[src/rtl/hp_pkg.sv]
package hp_pkg;
  localparam int BUS_W = 32;

  typedef enum logic [1:0] {
    WORD_SEL  = 2'd0,
    WORD_CTRL = 2'd1,
    WORD_DATA = 2'd2,
    WORD_NONE = 2'd3
  } hp_word_e;

  typedef enum logic [1:0] {
    CMD_NEXT_EVT = 2'd0,
    CMD_SET_SRC  = 2'd1,
    CMD_SET_CODE = 2'd2,
    CMD_READ_ID  = 2'd3
  } hp_cmd_e;

  function automatic logic [BUS_W-1:0] lane_merge(input logic [BUS_W-1:0] old_v,
                                                  input logic [BUS_W-1:0] new_v,
                                                  input logic [BUS_W/8-1:0] be);
    logic [BUS_W-1:0] r;
    r = old_v;
    for (int b = 0; b < BUS_W/8; b++) begin
      if (be[b]) r[8*b +: 8] = new_v[8*b +: 8];
    end
    return r;
  endfunction
endpackage

[src/rtl/hp_slot_bank.sv]
module hp_slot_bank #(
  parameter int NSLOTS = 8
) (
  input  logic              clk,
  input  logic              rst_n,
  input  logic [NSLOTS-1:0] plug,
  input  logic [NSLOTS-1:0] unplug_req,
  input  logic [NSLOTS-1:0] unplug_done,
  input  logic [NSLOTS-1:0] clr_ins,
  input  logic [NSLOTS-1:0] clr_rem,
  output logic [NSLOTS-1:0] present,
  output logic [NSLOTS-1:0] ins_pend,
  output logic [NSLOTS-1:0] rem_pend
);
  for (genvar g = 0; g < NSLOTS; g++) begin : g_slot
    always_ff @(posedge clk) begin
      if (!rst_n) begin
        present[g]  <= (g == 0);
        ins_pend[g] <= 1'b0;
        rem_pend[g] <= 1'b0;
      end else begin
        // side-band set wins over a same-cycle clear
        if (plug[g])             present[g] <= 1'b1;
        else if (unplug_done[g]) present[g] <= 1'b0;
        if (plug[g])             ins_pend[g] <= 1'b1;
        else if (clr_ins[g])     ins_pend[g] <= 1'b0;
        if (unplug_req[g])       rem_pend[g] <= 1'b1;
        else if (clr_rem[g])     rem_pend[g] <= 1'b0;
      end
    end
  end
endmodule

[src/rtl/hp_event_scan.sv]
module hp_event_scan #(
  parameter int NSLOTS = 8,
  localparam int IDX_W = $clog2(NSLOTS)
) (
  input  logic              clk,
  input  logic              rst_n,
  input  logic              start,
  input  logic [IDX_W-1:0]  start_idx,
  input  logic [NSLOTS-1:0] pending,
  output logic              busy,
  output logic              finish,
  output logic              hit,
  output logic [IDX_W-1:0]  hit_idx
);
  localparam logic [IDX_W-1:0] LAST = IDX_W'(NSLOTS - 1);

  logic             busy_q;
  logic [IDX_W-1:0] cur_q;
  logic [IDX_W-1:0] steps_q;
  logic             last_step;

  assign busy      = busy_q;
  assign hit       = busy_q & pending[cur_q];
  assign last_step = busy_q & (steps_q == LAST);
  assign finish    = hit | last_step;
  assign hit_idx   = cur_q;

  always_ff @(posedge clk) begin
    if (!rst_n) begin
      busy_q  <= 1'b0;
      cur_q   <= '0;
      steps_q <= '0;
    end else if (start) begin
      busy_q  <= 1'b1;
      cur_q   <= start_idx;
      steps_q <= '0;
    end else if (busy_q) begin
      if (finish) begin
        busy_q <= 1'b0;
      end else begin
        cur_q   <= (cur_q == LAST) ? '0 : cur_q + 1'b1;
        steps_q <= steps_q + 1'b1;
      end
    end
  end
endmodule

[src/rtl/proc_hotplug_ctrl.sv]
module proc_hotplug_ctrl
  import hp_pkg::*;
#(
  parameter int          NSLOTS  = 8,
  parameter logic [63:0] ID_BASE = 64'h0000_00A0_0000_0010,
  parameter logic [63:0] ID_STEP = 64'h0000_0001_0000_0003
) (
  input  logic                      clk,
  input  logic                      rst_n,
  input  logic                      req_valid,
  output logic                      req_ready,
  input  logic                      req_write,
  input  logic [1:0]                req_word,
  input  logic [3:0]                req_be,
  input  logic [31:0]               req_wdata,
  output logic                      rsp_valid,
  output logic [31:0]               rsp_rdata,
  input  logic [NSLOTS-1:0]         hp_plug,
  input  logic [NSLOTS-1:0]         hp_unplug_req,
  input  logic [NSLOTS-1:0]         hp_unplug_done,
  output logic                      evt_irq,
  output logic                      eject_valid,
  output logic [$clog2(NSLOTS)-1:0] eject_slot,
  output logic                      report_valid,
  output logic [$clog2(NSLOTS)-1:0] report_slot,
  output logic [31:0]               report_event,
  output logic [31:0]               report_code
);
  localparam int IDX_W = $clog2(NSLOTS);

  logic [BUS_W-1:0] sel_q;
  hp_cmd_e          cmd_q;
  logic [31:0]      src_word  [NSLOTS];
  logic [31:0]      code_word [NSLOTS];
  logic [63:0]      slot_id   [NSLOTS];

  logic [NSLOTS-1:0] present, ins_pend, rem_pend;
  logic [NSLOTS-1:0] clr_ins, clr_rem;
  logic              scan_busy, scan_finish, scan_hit, scan_start;
  logic [IDX_W-1:0]  scan_idx;

  logic             accept, wr_acc, rd_acc, sel_ok, do_eject, cmd_load;
  logic [IDX_W-1:0] sel_idx;
  hp_word_e         word;
  logic [31:0]      rd_val;
  logic [31:0]      data_merged;

  for (genvar g = 0; g < NSLOTS; g++) begin : g_id
    assign slot_id[g] = ID_BASE + 64'(g) * ID_STEP;
  end

  assign word      = hp_word_e'(req_word);
  assign req_ready = ~scan_busy;
  assign accept    = req_valid & req_ready;
  assign wr_acc    = accept & req_write;
  assign rd_acc    = accept & ~req_write;
  assign sel_ok    = (sel_q < BUS_W'(NSLOTS));
  assign sel_idx   = sel_q[IDX_W-1:0];

  // flag byte decode with fixed priority, command byte load
  always_comb begin
    clr_ins  = '0;
    clr_rem  = '0;
    do_eject = 1'b0;
    if (wr_acc && word == WORD_CTRL && req_be[0] && sel_ok) begin
      if (req_wdata[1])      clr_ins[sel_idx] = 1'b1;
      else if (req_wdata[2]) clr_rem[sel_idx] = 1'b1;
      else if (req_wdata[3]) do_eject = present[sel_idx] && (sel_idx != '0);
    end
  end

  assign cmd_load   = wr_acc && word == WORD_CTRL && req_be[1] && sel_ok &&
                      (req_wdata[15:8] < 8'd4);
  assign scan_start = cmd_load && (req_wdata[9:8] == CMD_NEXT_EVT);

  hp_slot_bank #(.NSLOTS(NSLOTS)) bank_i (
    .clk        (clk),
    .rst_n      (rst_n),
    .plug       (hp_plug),
    .unplug_req (hp_unplug_req),
    .unplug_done(hp_unplug_done),
    .clr_ins    (clr_ins),
    .clr_rem    (clr_rem),
    .present    (present),
    .ins_pend   (ins_pend),
    .rem_pend   (rem_pend)
  );

  hp_event_scan #(.NSLOTS(NSLOTS)) scan_i (
    .clk      (clk),
    .rst_n    (rst_n),
    .start    (scan_start),
    .start_idx(sel_idx),
    .pending  (ins_pend | rem_pend),
    .busy     (scan_busy),
    .finish   (scan_finish),
    .hit      (scan_hit),
    .hit_idx  (scan_idx)
  );

  // selector and command registers
  always_ff @(posedge clk) begin
    if (!rst_n) begin
      sel_q <= '0;
      cmd_q <= CMD_NEXT_EVT;
    end else begin
      if (wr_acc && word == WORD_SEL)
        sel_q <= lane_merge(sel_q, req_wdata, req_be);
      else if (scan_finish && scan_hit)
        sel_q <= BUS_W'(scan_idx);
      if (cmd_load) cmd_q <= hp_cmd_e'(req_wdata[9:8]);
    end
  end

  // firmware status words and report pulse
  assign data_merged = lane_merge(
      (cmd_q == CMD_SET_SRC) ? src_word[sel_idx] : code_word[sel_idx], req_wdata, req_be);

  always_ff @(posedge clk) begin
    if (!rst_n) begin
      for (int i = 0; i < NSLOTS; i++) begin
        src_word[i]  <= '0;
        code_word[i] <= '0;
      end
      report_valid <= 1'b0;
      report_slot  <= '0;
      report_event <= '0;
      report_code  <= '0;
    end else begin
      report_valid <= 1'b0;
      if (wr_acc && word == WORD_DATA && sel_ok) begin
        if (cmd_q == CMD_SET_SRC) begin
          src_word[sel_idx] <= data_merged;
        end else if (cmd_q == CMD_SET_CODE) begin
          code_word[sel_idx] <= data_merged;
          report_valid       <= 1'b1;
          report_slot        <= sel_idx;
          report_event       <= src_word[sel_idx];
          report_code        <= data_merged;
        end
      end
    end
  end

  // read mux
  always_comb begin
    rd_val = '0;
    if (sel_ok) begin
      unique case (word)
        WORD_CTRL: rd_val = {29'd0, rem_pend[sel_idx], ins_pend[sel_idx], present[sel_idx]};
        WORD_DATA: begin
          if (cmd_q == CMD_NEXT_EVT)     rd_val = sel_q;
          else if (cmd_q == CMD_READ_ID) rd_val = slot_id[sel_idx][31:0];
        end
        WORD_SEL:  if (cmd_q == CMD_READ_ID) rd_val = slot_id[sel_idx][63:32];
        default:   rd_val = '0;
      endcase
    end
  end

  always_ff @(posedge clk) begin
    if (!rst_n) begin
      rsp_valid   <= 1'b0;
      rsp_rdata   <= '0;
      evt_irq     <= 1'b0;
      eject_valid <= 1'b0;
      eject_slot  <= '0;
    end else begin
      rsp_valid   <= rd_acc;
      if (rd_acc) rsp_rdata <= rd_val;
      evt_irq     <= (|hp_plug) | (|hp_unplug_req);
      eject_valid <= do_eject;
      if (do_eject) eject_slot <= sel_idx;
    end
  end
endmodule

[config.mk]
export PLATFORM = sky130hd
export DESIGN_NAME = proc_hotplug_ctrl
export DESIGN_NICKNAME = d
export VERILOG_FILES = /design/src/rtl/hp_pkg.sv /design/src/rtl/hp_slot_bank.sv /design/src/rtl/hp_event_scan.sv /design/src/rtl/proc_hotplug_ctrl.sv
export SDC_FILE = /design/constraint.sdc
export NUM_CORES = 1
export LEC_CHECK = 0
export BUFFER_PORTS_ARGS = -buffer_cell sky130_fd_sc_hd__buf_2
export CORE_MARGIN = 1.5
export CORE_UTILIZATION = 27
export DETAILED_ROUTE_END_ITERATION = 8
export GPL_TIMING_DRIVEN = 0
export PLACE_DENSITY = 0.53
export SLEW_MARGIN = 5
export SYNTH_ARGS = -nofsm -noshare
export SYNTH_HDL_FRONTEND = slang
export SYNTH_SLANG_ARGS = --single-unit
[constraint.sdc]
create_clock -name clk -period 4.4 [get_ports clk]
set_clock_uncertainty 0.2 [all_clocks]
set_input_delay 0.44 -clock clk [delete_from_list [all_inputs] [get_ports clk]]
set_output_delay 0.44 -clock clk [all_outputs]
set_load 0.1 [all_outputs]
**Yosys cells after proc, flatten, opt, wreduce, memory -nomap -nowiden**

Memory sizes are Yosys's and may differ from the RTL's. A register that Yosys moved wholly into a read port is not among the register bits.
Cells that the tools add are included.
W data, S select, Z words.

- Bits in registers: 171
- Memory bits (writable): 512
- Bits in read-only memories: 512
- Bits of input ports: 66
- Logic and storage cells: 243
- Memories: 3

- Add/subtract/negate cells: 2
- Magnitude comparators: 6
- Equal/unequal tests: 12
- Muxes and demuxes: 110
- Bitwise logic cells: 14
- Reductions and logical operators: 55

Memories:

| memory | words | width | read ports | clocked after Yosys merged registers in | wr ports | RTL line | source |
|---|---|---|---|---|---|---|---|
| (name not given) | 8 | 64 | 1 | 0 | 0 | proc_hotplug_ctrl.sv:155 | `WORD_SEL: if (cmd_q == CMD_READ_ID) rd_val = slot_id[sel_idx][63:32];` |
| code_word | 8 | 32 | 1 | 1 | 8 | proc_hotplug_ctrl.sv:34 | `logic [31:0] code_word [NSLOTS];` |
| src_word | 8 | 32 | 1 | 1 | 8 | proc_hotplug_ctrl.sv:33 | `logic [31:0] src_word [NSLOTS];` |

Operators by type and width:

| cell | count |
|---|---|
| $mux W32 | 9 |
| $mux W64 | 2 |
| $mux W8 | 13 |
| $pmux W32 S3 | 1 |
| $mux W1 | 70 |
| $reduce_or A32 Y1 | 2 |
| $reduce_bool A2 Y1 | 25 |
| $lt A32 B4 Y1 const B | 1 |
| $mux W3 | 10 |
| $reduce_or A8 Y1 | 2 |
| $logic_and A1 B1 Y1 | 13 |
| $bmux W1 S3 | 4 |
| $reduce_and A2 Y1 | 6 |
| $lt A3 B4 Y1 const B | 2 |
| $lt A8 B3 Y1 const B | 1 |
| $ne A2 B2 Y1 const B | 4 |
| $or A8 B8 Y8 | 1 |
| $add A3 B1 Y3 const B | 2 |
| $eq A2 B2 Y1 const B | 3 |
| $eq A3 B3 Y1 const B | 2 |
| $logic_not A2 Y1 | 3 |
| $and A1 B1 Y1 | 5 |
| $not A1 Y1 | 5 |
| $eq A2 B1 Y1 const B | 2 |
| 9 further kinds | 11 |

**Longest topological paths before layout**

Gate-level depths: netlist (run 1).

- Depth after elaboration: 10
- Mapped depth: 10

**Modules after synthesis**

A second synthesis (run 1) with hierarchy kept.

- Cells, all modules: 2210
- Area, all modules: 29936.2 µm²

By module, submodules not included:

| module | instances | cells an instance | area each (µm²) |
|---|---|---|---|
| proc_hotplug_ctrl | 1 | 2084 | 28597.4 |
| hp_slot_bank | 1 | 74 | 833.3 |
| hp_event_scan | 1 | 52 | 505.5 |

**Worst setup path before layout (run 1)**

No wires, ideal clock.

- Path type: reg-to-reg
- Start: register sel_q[24]
- End: memory code_word[7][0], enable pin
- Data arrival time: 2546 ps
- Slack: 1265 ps
- Stages on the path, launching flop included: 8
- Period minus slack after synthesis: 3135 ps
- Path through: dfxtp_1 nor4_1 nand4_1 buf_6 nor4_4 nand4_1 clkbuf_1 nand2_1

RTL lines:

| item | RTL line | source |
|---|---|---|
| start: declaration | proc_hotplug_ctrl.sv:31 | `logic [BUS_W-1:0] sel_q;` |
| start signal: assignment | proc_hotplug_ctrl.sv:108 | `sel_q <= lane_merge(sel_q, req_wdata, req_be);` |
| start signal: assignment | proc_hotplug_ctrl.sv:110 | `sel_q <= BUS_W'(scan_idx);` |
| end: declaration | proc_hotplug_ctrl.sv:34 |  |

==> reports/metrics.yaml, run 1 <==
detailed_routing:
  drt_iter0_markers: 2717
  vias_per_cell: 5.128
  num_vias: 21140
  drc: 0
  wl_per_cell_um: 25.42
  wirelength_um: 104800
  drtAntennaViolNets: 0
  first_pass_iters: 5
yosys:
  async_flop_share_pct: 0
  synth-simple-area-share_pct: 13.35
  postSynthCellCount: 2333
  synth.area.mux_share_pct: 12.43
  yosys.area_share.xor_xnor_pct: 0
  synthTopCellsByCount: "nor2_1, edfxtp_1, dfxtp_1"
  synth_compound_area_share_pct: 6.615
  ys_ff_latch: 686
  yosysMostFrequentCell: "nor2_1"
  synth_area_um2: 29470
  seq_area_frac_synth_pct: 63.99
  synth.largest_area_cell: "edfxtp_1"
  synth_area_leaders: "edfxtp_1, dfxtp_1, mux4_2"
  postSynthAreaPerCell_um2: 12.63
  yosysUniqueCellTypes: 65
  synth_top_family_by_area: "simple AND/OR/NAND/NOR gates"
  synthFlopType: "edfxtp_1"
  synthAdderAreaFrac_pct: 0.3396
  yosysWarnings: 0
  syn_nets: 2407
  synth.top_cell.area_share_pct: 52.17
  synth-edff-count: 512
timing:
  slew_viol_final: 0
  maxSlewHeadroom_pct: 10.82
  period_minus_slack_ns: 4.410
  period_share_pct: 100.2
  timing_hold_violations_final: 0
  fin_tns_setup_ns: -0.06409
  setup_slack_ns: -0.009901
  rsz0062_at_grt: "no"
  fmax_ghz: 0.2268
  setup_viol: 12
  tightest_slew_ns: 1.338
  hold_ws_ns: 0.05051
min_path:
  hold_class: "input port to flip-flop"
  worstHoldPathCells: 4
  hold_start: "req_wdata[13]"
  min_to: "sel_q[13]"
final_layout:
  final_cells: 4123
  nets: 2716
  final_util_pct: 32.71
  drive_above_1_share_pct: 21.47
  design_area_um2: 35500
  syn_to_final_growth_pct: 20.46
global_routing:
  grt_pass1_wl_um: 147500
  grt_pass1_vias: 20160
  antenna_found_initial: 12
  grt_start_max_net_pins: 26
  grt_remaining_overflow: 0
  gr-usage-all-layers_pct: 18.51
run_status:
  failed_checks: "negative setup slack"
  status: "finished with violations"
clocking:
  cts_buffers: 77
  cts_sinks: 686
  clockBufferDepth: 3
  clk-insertion-delay-late_ns: 0.65
  cts.clk_slew.worst_paths_ns: 0.06
  cts_root_buf: "clkbuf_16"
  htree_levels: 3
  cts_tree: "done"
pwr:
  peakVddDrop_mv: 0.2849
  leakage_nw: 12.68
  p_total_mw: 14.65
  p_per_area_nw_per_um2: 412.7
setup_path:
  r2r-start: "sel_q[16]"
  worst_setup_path_start_kind: "flip-flop"
  r2r_slack_ns: -0.01
  worst-r2r-cell-count: 8
  crit_required_ns: 4.53
  path_max_fanout: 25
  crit_type: "flip-flop to flip-flop"
  cp-end-kind: "flip-flop"
  crit_arrival_ns: 4.54
  r2r_end: "code_word[3][3]"
placement:
  place_inst: 3932
  dpl.hpwl_um: 74560
  placed_area_um2: 32470
  dpl_worst_slack_ns: 0.01916
  globalplace.congestion: 0.9124
  numPortBuffers: 169
die:
  rows: 121
  dieArea_um2: 111100
  top_level_ports: 173
  die_w_um: 333.4
  start_util_pct: 27.15
  core_area_um2: 108600
  die_y_um: 333.4
flow_run:
  cap_violations: 0
==> report_power, final <==
part           total [mW]  internal [mW]  leakage (nW)  switching (mW)
combinational       0.894          0.266          4.73           0.628
sequential           7.16           7.11          6.70          0.0582
clock                6.59           3.85          1.25            2.74
==> area by class of cell <==
type / count / area, um2
Antenna cell: 3 / 7.507
Buffer: 187 / 864.6
Clock buffer: 111 / 2155
Clock inverter: 32 / 407.9
Fill cell: 10830 / 73050
Inverter: 28 / 105.1
Multi-Input combinational cell: 1432 / 9701
Sequential cell: 686 / 18860
Tap cell: 1414 / 1769
Timing Repair Buffer: 230 / 1634
==> sequential cells by signal, indices dropped and copies added, names as in the netlist, 2 cells and up, named ones only <==
register and count:
scan_i.hit_idx 3, scan_i.steps_q 3, report_code 32, eject_slot 3, report_event 32, bank_i.rem_pend 8, bank_i.ins_pend 8, src_word 256
bank_i.present 8, cmd_q 2, report_slot 3, code_word 256, rsp_rdata 32, sel_q 32
==> cell families after synthesis <==
family | after synthesis
mux | 226
buf+inv | 215
compound gates | 285
simple gates | 913
fa+ha+maj | 8
flops | 686
==> what timing repair did <==
| item | 4_1_cts | 5_1_grt |
|---|---|---|
| hold buffers | 43 | 0 |
| resized for setup | 0 | 7 |
| setup buffers | 2 | 0 |
| setup endpoints to repair | 7 | 88 |
| hold endpoints to repair | 43 | 0 |
==> metal layers <==
layer	track usage (%)	part of all wire [%]	vias up
met5	0	0.076	-
met4	5.091	2.9	12
met3	5.157	11	178
met2	28.01	44	1146
met1	25.85	43	10650
li1	-	-	9160
==> critical path, cell delays in order (launching register included) <==
cell and delay [ns]:
dfxtp_1 0.31, nor4_1 0.54, nand4_1 0.43, buf_2 0.34, nor4_4 0.63, nand2_1 0.47, clkbuf_1 0.45, nand2_2 0.41
buf_12 0.28
==> how the worst max path moves through the flow <==
| stage | start | end | cells after the start | slack (ns) |
|---|---|---|---|---|
| after floorplan | sel_q[24] | code_word[7][0] | 7 | 1.26 |
| after global placement | sel_q[16] | code_word[7][3] | 7 | -0.86 |
| after detailed placement | sel_q[16] | code_word[7][3] | 8 | 0.02 |
| after CTS | sel_q[1] | src_word[0][3] | 8 | 0.11 |
| after global routing | sel_q[1] | src_word[2][0] | 8 | 0.02 |
| final | sel_q[16] | code_word[3][3] | 8 | -0.01 |
==> placed cells by master (no fill, tap or decap), drive strengths merged, types with 9 or more instances in the layout <==
cell type,netlist,layout
o211ai,14,14
buf,81,268
a211oi,16,16
mux2i,79,79
nand2b,26,26
clkinv,1,21
or3,9,9
clkbuf,106,217
nor4,12,12
nor2,578,578
and2,26,26
a21oi,67,67
mux4,108,108
nor2b,11,11
nand3,36,36
a22o,11,11
mux2,39,39
a31oi,29,29
o221a,18,18
edfxtp,512,512
nor3,49,49
and3,24,24
nand2,120,120
dfxtp,174,174
o22ai,11,11
inv,27,31
o21ai,72,72
dlygate4sd3,0,43
Power figures use the tool's default switching activity.
==> run 2, diff against run 1 <==
Settings changed: CORE_UTILIZATION 27 to 50, PLACE_DENSITY 0.53 to 0.79, SKIP_LAST_GASP set to 1.
==> run 2 against run 1 <==
  * The flow still finishes with violations (negative setup slack)
  * Sequential power is essentially flat
  * Wire length shrank 7.0%
  * Sequential share of layout area grew 1.7 points
  * Die area shrank 46%
  * Global-route usage grew 14 points
==> reports/metrics.yaml, run 2 (same netlist as run 1, synthesis figures left out) <==
placement:
  numPortBuffers: 169
  globalplace.congestion: 0.9948
  dpl_worst_slack_ns: 0.2027
  place_inst: 3283
  placed_area_um2: 31670
  dpl.hpwl_um: 66780
pwr:
  p_per_area_nw_per_um2: 410.8
  leakage_nw: 12.57
  peakVddDrop_mv: 0.3392
global_routing:
  grt_use_met1_pct: 41.30
  grt_start_max_net_pins: 29
  grt_remaining_overflow: 0
  grt_pass1_wl_um: 140400
  met2_usage_pct: 48.97
  grt_pass1_vias: 21620
  met3_usage_pct: 10.49
  top_usage_layer: "met2"
  gr-usage-all-layers_pct: 32.33
  antenna_found_initial: 1
setup_path:
  critical_path.endpoint: "src_word[0][4]"
  r2r-start: "sel_q[1]"
  crit_type: "flip-flop to flip-flop"
  crit_required_ns: 4.57
  crit_arrival_ns: 4.59
  crit_start: "sel_q[1]"
  r2r_end: "src_word[0][4]"
  crit_chain: "clkbuf_1 -> buf_1 -> clkbuf_1 -> nor3_1 -> nand2_1 -> clkbuf_1 -> nand2_2 -> buf_16"
  timing.critical_path.mode_cell: "clkbuf_1"
  path_max_fanout: 19
  r2r_slack_ns: -0.02
  cp-end-kind: "flip-flop"
  worst-r2r-cell-count: 8
  worst_setup_path_start_kind: "flip-flop"
  critPathSlowestCell: "clkbuf_1"
  cpPeakStageDelay_ns: 0.57
die:
  dieArea_um2: 60410
  top_level_ports: 173
  core_area_um2: 58030
  rows: 88
  die_y_um: 245.8
  start_util_pct: 50.79
  die_w_um: 245.8
final_layout:
  syn_to_final_growth_pct: 16.75
  fillers: 4434
  final_cell_mix: "nor2_1, edfxtp_1, buf_2"
  multi_input_area_um2: 9701
  final_cells: 3453
  nets: 2703
  largestRegisters: "code_word: 256 flops, src_word: 256 flops"
  drive_above_1_share_pct: 21.51
  seq_area_um2: 18860
  layout_commonest_cell: "nor2_1"
  design_area_um2: 34410
timing:
  setup_slack_ns: -0.01863
  period_minus_slack_ns: 4.419
  maxSlewHeadroom_pct: 18.29
  tightest_slew_ns: 1.221
  rsz0062_at_grt: "no"
  fmax_ghz: 0.2263
  setup_viol: 16
  timing_hold_violations_final: 0
  period_share_pct: 100.4
  fin_tns_setup_ns: -0.1301
  slew_viol_final: 0
detailed_routing:
  wirelength_um: 97480
  first_pass_iters: 9
  drc: 0
  num_vias: 22230
  vias_per_cell: 6.438
  wl_per_cell_um: 28.23
  drtAntennaViolNets: 0
  drt_iter0_markers: 3434
clocking:
  cts_sinks: 686
  cts_root_buf: "clkbuf_16"
  cts_tree: "done"
  clockBufferDepth: 3
  htree_levels: 3
  cts.clk_slew.worst_paths_ns: 0.07
  cts_buffers: 70
  clk-insertion-delay-late_ns: 0.63
run_status:
  failed_checks: "negative setup slack"
  status: "finished with violations"
flow_run:
  cap_violations: 0
min_path:
  worstHoldPathCells: 4
  hold_class: "input port to flip-flop"
run 2: changes by cell type in the layout (fill, tap and decap cells not counted), moves of 3 or more:
cell,delta
dlygate4sd3_1,-7
clkinv_2,+4
bufinv_16,-4
clkbuf_8,-3
clkbuf_1,-10
run 2: metal layers:
metal,part of all wire [%],up-vias
met5,0.0092,-
li1,-,9107
met1,34,10810
met3,16,348
met2,44,1968
met4,6.4,2
run 2: through the flow:
stage          utilization [%]  total power [mW]  hold slack (ns)
6_report                 59.30             14.14          0.05661
3_5_place_dp             54.58             8.106           0.2381
2_1_floorplan                -             7.731           0.2347
4_1_cts                  59.23             14.08          0.01210
3_3_place_gp             53.90             8.043           0.2365
5_1_grt                  59.29             14.41          0.04559
run 2: repair_timing:
item,in CTS,in global routing
hold buffers,36,0
setup buffers,0,3
endpoints found under the setup margin,0,71
gates resized for setup,0,5
hold endpoints to repair,38,0
run 2: final cells by class:
type | instances | share of cell area, %
Clock buffer | 95 | 5.876
Multi-Input combinational cell | 1432 | 28.19
Sequential cell | 686 | 54.81
Buffer | 187 | 2.509
Antenna cell | 1 | 0.007273
Timing Repair Buffer | 224 | 4.611
Clock inverter | 35 | 0.9091
Inverter | 28 | 0.3055
Tap cell | 765 | 2.782
run 2: where the power goes:
group / switching [mW] / internal (mW) / total, mW
clock: 2.65 / 3.45 / 6.10
sequential: 0.0638 / 7.10 / 7.17
combinational: 0.606 / 0.264 / 0.870
run 2: how the worst min path moves through the flow:
stage / startpoint / end
CTS: req_wdata[23] / sel_q[23]
global placement: rsp_rdata[20] / rsp_rdata[20]
floorplan: bank_i.present[0] / bank_i.present[0]
detailed placement: rsp_rdata[15] / rsp_rdata[15]
finish: req_wdata[23] / sel_q[23]
global route: req_wdata[23] / sel_q[23]
run 2: worst max-delay path: cells and delay by family, from the launching register on:
family        cells  cell delay [ns]
buf+inv           5             2.30
flops             1             0.42
simple gates      3             1.21
